File: config.mk
export PLATFORM = sky130hd
export DESIGN_NAME = ddr_init_seq
export DESIGN_NICKNAME = d
export VERILOG_FILES = /design/src/rtl/ddr_init_pkg.sv /design/src/rtl/ddr_init_cnt.sv /design/src/rtl/ddr_init_cmd_enc.sv /design/src/rtl/ddr_init_seq.sv
export SDC_FILE = /design/constraint.sdc
export NUM_CORES = 1
export LEC_CHECK = 0
export BUFFER_PORTS_ARGS = -buffer_cell sky130_fd_sc_hd__clkbuf_2
export CAP_MARGIN = 30
export CORE_ASPECT_RATIO = 1.5
export CORE_MARGIN = 1
export CORE_UTILIZATION = 50
export CTS_CLUSTER_DIAMETER = 200
export DETAILED_ROUTE_END_ITERATION = 8
export PLACE_DENSITY = 0.74
export SYNTH_ARGS = -nofsm -noshare
export SYNTH_HDL_FRONTEND = slang
export SYNTH_HIERARCHICAL = 1
export SYNTH_SLANG_ARGS = --single-unit
File: constraint.sdc
create_clock -name clk -period 7.7 [get_ports clk]
set_input_delay 0.77 -clock clk [delete_from_list [all_inputs] [get_ports clk]]
set_output_delay 0.77 -clock clk [all_outputs]
set_load 0.02 [all_outputs]
File: src/rtl/ddr_init_pkg.sv
package ddr_init_pkg;

    typedef enum logic [3:0] {
        ST_IDLE,
        ST_PWRUP,
        ST_PRE_A,
        ST_EMRS,
        ST_MRS_DLL,
        ST_PRE_B,
        ST_AR_A,
        ST_AR_B,
        ST_MRS_RUN,
        ST_TAIL,
        ST_DONE
    } ddr_state_e;

    // {cs_n, ras_n, cas_n, we_n}
    typedef enum logic [3:0] {
        CMD_MRS = 4'b0000,
        CMD_AR  = 4'b0001,
        CMD_PRE = 4'b0010,
        CMD_ACT = 4'b0011,
        CMD_NOP = 4'b0111
    } ddr_cmd_e;

    localparam int DLL_RST_BIT = 8;
    localparam int ALL_BANK_BIT = 10;

endpackage

File: src/rtl/ddr_init_cnt.sv
module ddr_init_cnt #(
    parameter int W = 8
) (
    input  logic         clk,
    input  logic         rst_n,
    input  logic         load,
    input  logic [W-1:0] val,
    output logic         zero
);
    logic [W-1:0] cnt_q;

    always_ff @(posedge clk or negedge rst_n) begin
        if (!rst_n)
            cnt_q <= '0;
        else if (load)
            cnt_q <= val;
        else if (cnt_q != '0)
            cnt_q <= cnt_q - 1'b1;
    end

    assign zero = (cnt_q == '0);
endmodule

File: src/rtl/ddr_init_cmd_enc.sv
module ddr_init_cmd_enc
    import ddr_init_pkg::*;
#(
    parameter int ADDR_W = 13
) (
    input  ddr_state_e        st,
    input  logic [ADDR_W-1:0] mode_code,
    input  logic [ADDR_W-1:0] ext_code,
    output ddr_cmd_e          cmd,
    output logic [1:0]        ba,
    output logic [ADDR_W-1:0] addr
);
    logic [ADDR_W-1:0] dll_mask;

    always_comb begin
        dll_mask = '0;
        dll_mask[DLL_RST_BIT] = 1'b1;
        cmd  = CMD_NOP;
        ba   = 2'b00;
        addr = '0;
        unique case (st)
            ST_PRE_A, ST_PRE_B: begin
                cmd = CMD_PRE;
                addr[ALL_BANK_BIT] = 1'b1;
            end
            ST_EMRS: begin
                cmd  = CMD_MRS;
                ba   = 2'b01;
                addr = ext_code;
            end
            ST_MRS_DLL: begin
                cmd  = CMD_MRS;
                addr = mode_code | dll_mask;
            end
            ST_MRS_RUN: begin
                cmd  = CMD_MRS;
                addr = mode_code & ~dll_mask;
            end
            ST_AR_A, ST_AR_B: cmd = CMD_AR;
            default: cmd = CMD_NOP;
        endcase
    end
endmodule

File: src/rtl/ddr_init_seq.sv
module ddr_init_seq
    import ddr_init_pkg::*;
#(
    parameter int ADDR_W    = 13,
    parameter int PWRUP_CYC = 40000,
    parameter int T_RP      = 3,
    parameter int T_MRD     = 2,
    parameter int T_RFC     = 14,
    parameter int LOCK_CYC  = 200
) (
    input  logic              clk,
    input  logic              rst_n,
    input  logic              start,
    input  logic [ADDR_W-1:0] mode_code,
    input  logic [ADDR_W-1:0] ext_code,
    output logic              cs_n,
    output logic              ras_n,
    output logic              cas_n,
    output logic              we_n,
    output logic              cke,
    output logic [1:0]        ba,
    output logic [ADDR_W-1:0] addr,
    output logic              done,
    output logic              read_ok,
    output logic              refresh_en
);
    localparam int GAP_MAX1 = (PWRUP_CYC > T_RFC) ? PWRUP_CYC : T_RFC;
    localparam int GAP_MAX2 = (T_RP > T_MRD) ? T_RP : T_MRD;
    localparam int GAP_MAX  = (GAP_MAX1 > GAP_MAX2) ? GAP_MAX1 : GAP_MAX2;
    localparam int GAP_W    = $clog2(GAP_MAX + 1);
    localparam int LOCK_W   = $clog2(LOCK_CYC + 1);

    ddr_state_e state_q, state_d;
    logic       gap_zero, gap_load, lock_zero, lock_load, lock_arm_q;
    logic       is_cmd_st, issue;
    logic [GAP_W-1:0] gap_val;
    ddr_cmd_e   enc_cmd;
    logic [1:0] enc_ba;
    logic [ADDR_W-1:0] enc_addr;
    logic [3:0] cmd_q;

    assign is_cmd_st = (state_q == ST_PRE_A)  || (state_q == ST_EMRS)  ||
                       (state_q == ST_MRS_DLL) || (state_q == ST_PRE_B) ||
                       (state_q == ST_AR_A)   || (state_q == ST_AR_B)  ||
                       (state_q == ST_MRS_RUN);
    assign issue     = is_cmd_st && gap_zero;

    // gap reload value chosen by the command about to leave
    always_comb begin
        unique case (state_q)
            ST_IDLE:                       gap_val = GAP_W'(PWRUP_CYC - 1);
            ST_PRE_A, ST_PRE_B:            gap_val = GAP_W'(T_RP - 1);
            ST_AR_A, ST_AR_B:              gap_val = GAP_W'(T_RFC - 1);
            ST_EMRS, ST_MRS_DLL, ST_MRS_RUN: gap_val = GAP_W'(T_MRD - 1);
            default:                       gap_val = '0;
        endcase
    end

    assign gap_load  = ((state_q == ST_IDLE) && start) || issue;
    assign lock_load = issue && (state_q == ST_MRS_DLL);

    ddr_init_cnt #(.W(GAP_W)) u_gap (
        .clk(clk), .rst_n(rst_n), .load(gap_load), .val(gap_val), .zero(gap_zero)
    );

    ddr_init_cnt #(.W(LOCK_W)) u_lock (
        .clk(clk), .rst_n(rst_n), .load(lock_load),
        .val(LOCK_W'(LOCK_CYC - 1)), .zero(lock_zero)
    );

    ddr_init_cmd_enc #(.ADDR_W(ADDR_W)) u_enc (
        .st(state_q), .mode_code(mode_code), .ext_code(ext_code),
        .cmd(enc_cmd), .ba(enc_ba), .addr(enc_addr)
    );

    // next state
    always_comb begin
        state_d = state_q;
        unique case (state_q)
            ST_IDLE:    if (start)    state_d = ST_PWRUP;
            ST_PWRUP:   if (gap_zero) state_d = ST_PRE_A;
            ST_PRE_A:   if (issue)    state_d = ST_EMRS;
            ST_EMRS:    if (issue)    state_d = ST_MRS_DLL;
            ST_MRS_DLL: if (issue)    state_d = ST_PRE_B;
            ST_PRE_B:   if (issue)    state_d = ST_AR_A;
            ST_AR_A:    if (issue)    state_d = ST_AR_B;
            ST_AR_B:    if (issue)    state_d = ST_MRS_RUN;
            ST_MRS_RUN: if (issue)    state_d = ST_TAIL;
            ST_TAIL:    if (gap_zero) state_d = ST_DONE;
            ST_DONE:                  state_d = ST_DONE;
            default:                  state_d = ST_IDLE;
        endcase
    end

    // state register
    always_ff @(posedge clk or negedge rst_n) begin
        if (!rst_n) state_q <= ST_IDLE;
        else        state_q <= state_d;
    end

    // registered outputs
    always_ff @(posedge clk or negedge rst_n) begin
        if (!rst_n) begin
            cmd_q      <= CMD_NOP;
            ba         <= 2'b00;
            addr       <= '0;
            cke        <= 1'b0;
            done       <= 1'b0;
            read_ok    <= 1'b0;
            lock_arm_q <= 1'b0;
        end else begin
            cmd_q <= issue ? enc_cmd  : CMD_NOP;
            ba    <= issue ? enc_ba   : 2'b00;
            addr  <= issue ? enc_addr : '0;
            if ((state_q == ST_PWRUP) && gap_zero) cke <= 1'b1;
            if ((state_q == ST_TAIL) && gap_zero)  done <= 1'b1;
            if (lock_load) lock_arm_q <= 1'b1;
            if (lock_arm_q && lock_zero && !lock_load) read_ok <= 1'b1;
        end
    end

    assign {cs_n, ras_n, cas_n, we_n} = cmd_q;
    assign refresh_en = done;
endmodule

### Word level (Yosys, flattened, before mapping)

Memory sizes are Yosys's and may differ from the RTL's.
Cells that the tools add are included.

* logic and storage cells: 83
* memories: 1
* ROM bits: 160
* bits of input ports: 29
* bits in registers: 51

Memory list
* (name not given): words 16, width 10, read ports 1, clocked after Yosys merged registers in 0, write ports 0, line ddr_init_seq.sv:50 `unique case (state_q)`

* add/sub/neg operators: 2
* eq/ne operators: 20
* reduce and logical (&&, ||, !) cells: 27
* multiplexer cells: 23

Operators with widths (count)
* 4-bit 2-to-1 mux: 11
* 4-bit case mux with 11 select lines: 1
* 16-bit 2-to-1 mux: 2
* 10-bit case mux with 3 select lines: 1
* 2-bit inequality test, second input constant: 10
* 4-bit by 3-bit equality test with 1-bit output, second input constant: 4
* 16-bit logical NOT: 1
* 8-bit 2-to-1 mux: 2
* 16-bit nonzero test: 1
* 16-bit by 1-bit subtractor with 16-bit output, second input constant: 1
* 13-bit 2-to-1 mux: 1
* 4-bit equality test, second input constant: 3
* 10-bit AND reduction: 1
* 3-bit case mux with 3 select lines: 1
* 4-bit by 2-bit equality test with 1-bit output, second input constant: 2
* 8-bit logical NOT: 1
* 8-bit nonzero test: 1
* 8-bit by 1-bit subtractor with 8-bit output, second input constant: 1
* 1-bit logical AND: 7
* 1-bit logical OR: 7
* 2-bit OR reduction: 3
* 4-bit by 1-bit equality test with 1-bit output, second input constant: 1
* 4-bit logical NOT: 1
* 2-bit case mux with 2 select lines: 1
* 6 further kinds: 7

### Logic depth before layout (Yosys ltp)

* depth in word-level cells: 11
* gate-level depth with buffers: 12
* depth with buffers taken out: 10

### By module

The synthesis kept the hierarchy.

Modules (own cells, without submodules)
* ddr_init_seq: cells an instance 108, area an instance 1276.2 sq um, seq. area each 679.4 sq um, times used 1
* ddr_init_cnt (u_gap): cells an instance 104, area an instance 1006.0 sq um, seq. area each 400.4 sq um, times used 1
* ddr_init_cnt (u_lock): cells an instance 54, area an instance 476.7 sq um, seq. area each 200.2 sq um, times used 1
* ddr_init_cmd_enc: cells an instance 44, area an instance 322.8 sq um, seq. area each 0.0 sq um, times used 1

### Worst setup path before layout

OpenSTA, ideal clock, no wires.

* path type: reg-to-reg
* from: register u_gap.cnt_q[0]
* to: register u_gap.cnt_q[6]
* slack: 4.791 ns
* library setup time: 0.142 ns
* buffers on the path: 3
* required time: 7.558 ns
* arrival time: 2.767 ns
* cell stages (with the launch flop): 12
* clock period less this slack: 2.909 ns
* path through: dfrtp_1 -> inv_1 -> ha_1 -> nor3b_4 -> nand3_2 -> nor2_1 -> o311a_4 -> buf_6 -> a21o_1 -> clkbuf_1 -> clkbuf_1 -> o221ai_1

* word-level cells in the longest chain between the ends: 4
* elaborated cells on any way between the ends: 8
* those cells by class: 1 x add/sub; 2 x mux; 5 x reduce/logical

Ends and longest elaborated chain
* from (decl): line ddr_init_cnt.sv:10 `logic [W-1:0] cnt_q;`
* from (signal assigned): line ddr_init_cnt.sv:16 `cnt_q <= val;`
* from (signal assigned): line ddr_init_cnt.sv:18 `cnt_q <= cnt_q - 1'b1;`
* 16-bit logical NOT *: line ddr_init_cnt.sv:21 `assign zero = (cnt_q == '0);`
* via gap_zero: line ddr_init_seq.sv:34 `logic gap_zero, gap_load, lock_zero, lock_load, lock_arm_q;`
* 1-bit logical AND *: line ddr_init_seq.sv:46 `assign issue = is_cmd_st && gap_zero;`
* 1-bit logical OR *: line ddr_init_seq.sv:59 `assign gap_load = ((state_q == ST_IDLE) && start) || issue;`
* via gap_load: line ddr_init_seq.sv:34
* 16-bit 2-to-1 mux or 2-bit nonzero test (tied branches)

Mark *: on every way through the listed nets, which the timed path passes. The rest lies on a longest branch. The select of a mux whose other input is x is not followed.
A chain may end at the register's enable or synchronous reset.

### Final worst setup path

* from: register u_gap.cnt_q[0]
* to: register u_gap.cnt_q[13]

The elaborated chain is that of the path after synthesis.

==> run metrics <==
area leader, netlist dfrtp_1; slew margin rel. between 30% and 40%; placed cell count approximately 430; vias in the first global route 2363; CTS clk-pin slew, worst paths approximately 100 ps; EDFF count, synth 0; Finished Layout Cells approximately 440; core region area 5870 sq um; Worst EP arrival approximately 3900 ps; FF+latch count, synth slightly above 50; RD Place Congestion around 0.83; CTS tree built; chip height 98.2 microns; most frequent cell after synthesis dfrtp_1; worst r2r dst u_gap/cnt_q[13]; Vias per Instance 5.51; Worst Path Required about 8000 ps; top cells by area, synth dfrtp_1, and2_4, nand2b_1; fin nets 398; placed cell area 3330 sq um; Synth Instances 310; Worst Reg-to-Reg Cells 9; # hold bufs at CTS 0; RSZ-0062 raised after global routing no; FMAX 272 MHz; hold path depth 1; Max Cap Violations 0; PwrDens 181 nW/um^2; Post-synth ARST share 100%; crit path launch type register; worst reg-to-reg setup slack 4030 ps; Hold Path End lock_arm_q; I/O Pins 52; final period utilization 47.7%; Synth Cell Area around 3000 sq um; Initial Util 52.5%; final setup vio count 0; critical path class register to register; worst r2r src u_gap/cnt_q[0]; first-pass GRT wire length 10.4 mm; DR vias roughly 2400; total power 0.000627 W; synthesized area per cell 9.94 sq um; die area between 6000 and 7000 sq um; Pre-antenna DRT Iters 4; top_reg_cell synth dfrtp_1; Hold Vio Cnt, Final 0; crit-path max cell delay 730 ps; top cells by count, synth dfrtp_1, nand2_1, nand2b_1, and2_4, nor2_1; CTS Buf Count 5; post-synthesis sequential area ratio around 42%; setup TNS 0 ps; clock sink count just over 50; fin. max-slew vios 0; PortBufs 50; synth warn 6; final hold slack 477 ps; row count 34; mean routed wirelength per cell 13.5 microns; Crit-path slowest cell a21o_1; outcome finished, final reports clean; antenna-violating nets left 0; initial antenna violation count 0; worst hold path startpoint lock_arm_q; synthesis-to-layout area growth 12.5%; worst ir drop on vdd 0.0000990 V; Clock Tree Root clkbuf_8; Die X 66.1 microns; # resized after CTS 0; worst slew pin tran 931 ps; leakage power 1.57 nW; drt initial violations approximately 110; skew final 8.79 ps; Clock Latency Late Sink 310 ps; H-tree Lvls 2; critical path peak fanout 34; grt total ovfl 0; clock tree buffer depth 2; layout cell share with drive strength beyond 1 26.4%; CP cell instances inv_1 > ha_1 > nor3b_4 > nand3_2 > nor2_1 > o311a_4 > a21o_1 > or3_1 > o211a_1; top cell type's share of synthesized area 39.0%; library cells used by synthesis 70; pin count of the biggest net entering global routing 52; Inserted Diodes 0; Critical Path End Type register; gr usage total 20.4%; type of the worst min-delay path register to register; DP HPWL between 4 and 5 mm; drt total wl 5.89 mm; setup bufs post-CTS 0; cell area after layout ~3500 sq um; DR DRC count 0; Period minus WS final around 3700 ps
-- area by class of cell --
type	count	area (sq um)
multi-input cells	241	1660
inverters	11	41.3
fillers	509	2400
clock inverters	3	67.6
well taps	72	90.1
repair buffers	52	265
clock buffers	5	68.8
flip-flops and latches	51	1280
-- worst max-delay path, delay by kind of cell, from the launching register on --
| family | cells | cell delay (ps) |
|---|---|---|
| AO/OA/AOI/OAI | 3 | 1370 |
| adder cells (fa/ha/maj) | 1 | 190 |
| buffers and inverters | 1 | 90 |
| flip-flops | 1 | 430 |
| AND/OR/NAND/NOR | 4 | 1520 |
-- flip-flops by register name (all words and copies together), names as in the netlist, 2 cells and up --
signal and flops:
cmd_q 4, u_gap/cnt_q 16, ba 2, u_lock/cnt_q 8
state_q 4, addr 13
-- worst max-delay path by stage --
stage	slack [ps]	start	cells past startpoint	endpoint
final	4030	u_gap/cnt_q[0]	9	u_gap/cnt_q[13]
after global routing	3690	u_gap/cnt_q[0]	9	u_gap/cnt_q[8]
after CTS	4010	u_gap/cnt_q[0]	9	u_gap/cnt_q[5]
after detailed placement	4020	u_gap/cnt_q[0]	9	u_gap/cnt_q[8]
after global placement	4100	u_gap/cnt_q[0]	9	u_gap/cnt_q[5]
after floorplan	4790	u_gap/cnt_q[0]	11	u_gap/cnt_q[6]
-- cells in the final DEF (no fill, tap or decap), types with 7 or more instances in the layout --
cell type,Yosys,layout
inv_1,9,9
and2_4,16,16
a22o_1,10,10
nor3_1,9,9
clkbuf_2,1,50
nand2_1,25,25
nor2_1,16,16
a21oi_1,8,8
xnor2_1,9,9
dfrtp_1,48,48
nand2b_1,18,18
ha_1,7,7
o21ai_0,14,14
conb_1,3,16
-- cells by family (layout without fill, tap and decap cells) --
logic type | Yosys count | count (layout) | synth area share (%)
other cells | 3 | 16 | 0.365
simple gates | 127 | 127 | 25.5
xor+xnor | 9 | 9 | 2.56
mux | 2 | 2 | 0.650
buf+inv | 31 | 71 | 6.33
compound gates | 80 | 80 | 20.2
flops | 51 | 51 | 41.5
fa+ha+maj | 7 | 7 | 2.84
-- per-stage QoR --
step | utilization (%) | setup slack (ps)
2_1_floorplan | - | 4790
3_3_place_gp | 56.8 | 4100
3_5_place_dp | 56.8 | 4020
4_1_cts | 59.1 | 4010
5_1_grt | 59.1 | 3690
6_report | 59.1 | 4030
-- metal layers --
layer	track usage (%)	wire length, microns
met5	0	0
met4	8.02	102
met3	3.50	201
met2	36.7	3200
met1	23.1	2390
-- where the power goes --
| part | internal [W] | switching, W | total, W | leakage (nW) |
|---|---|---|---|---|
| Sequential | 0.000288 | 0.0000284 | 0.000317 | 0.648 |
| Clock | 0.000130 | 0.0000920 | 0.000222 | 0.0644 |
| Combinational | 0.0000431 | 0.0000458 | 0.0000889 | 0.862 |
Note: power is estimated with default switching activity, not from simulation.
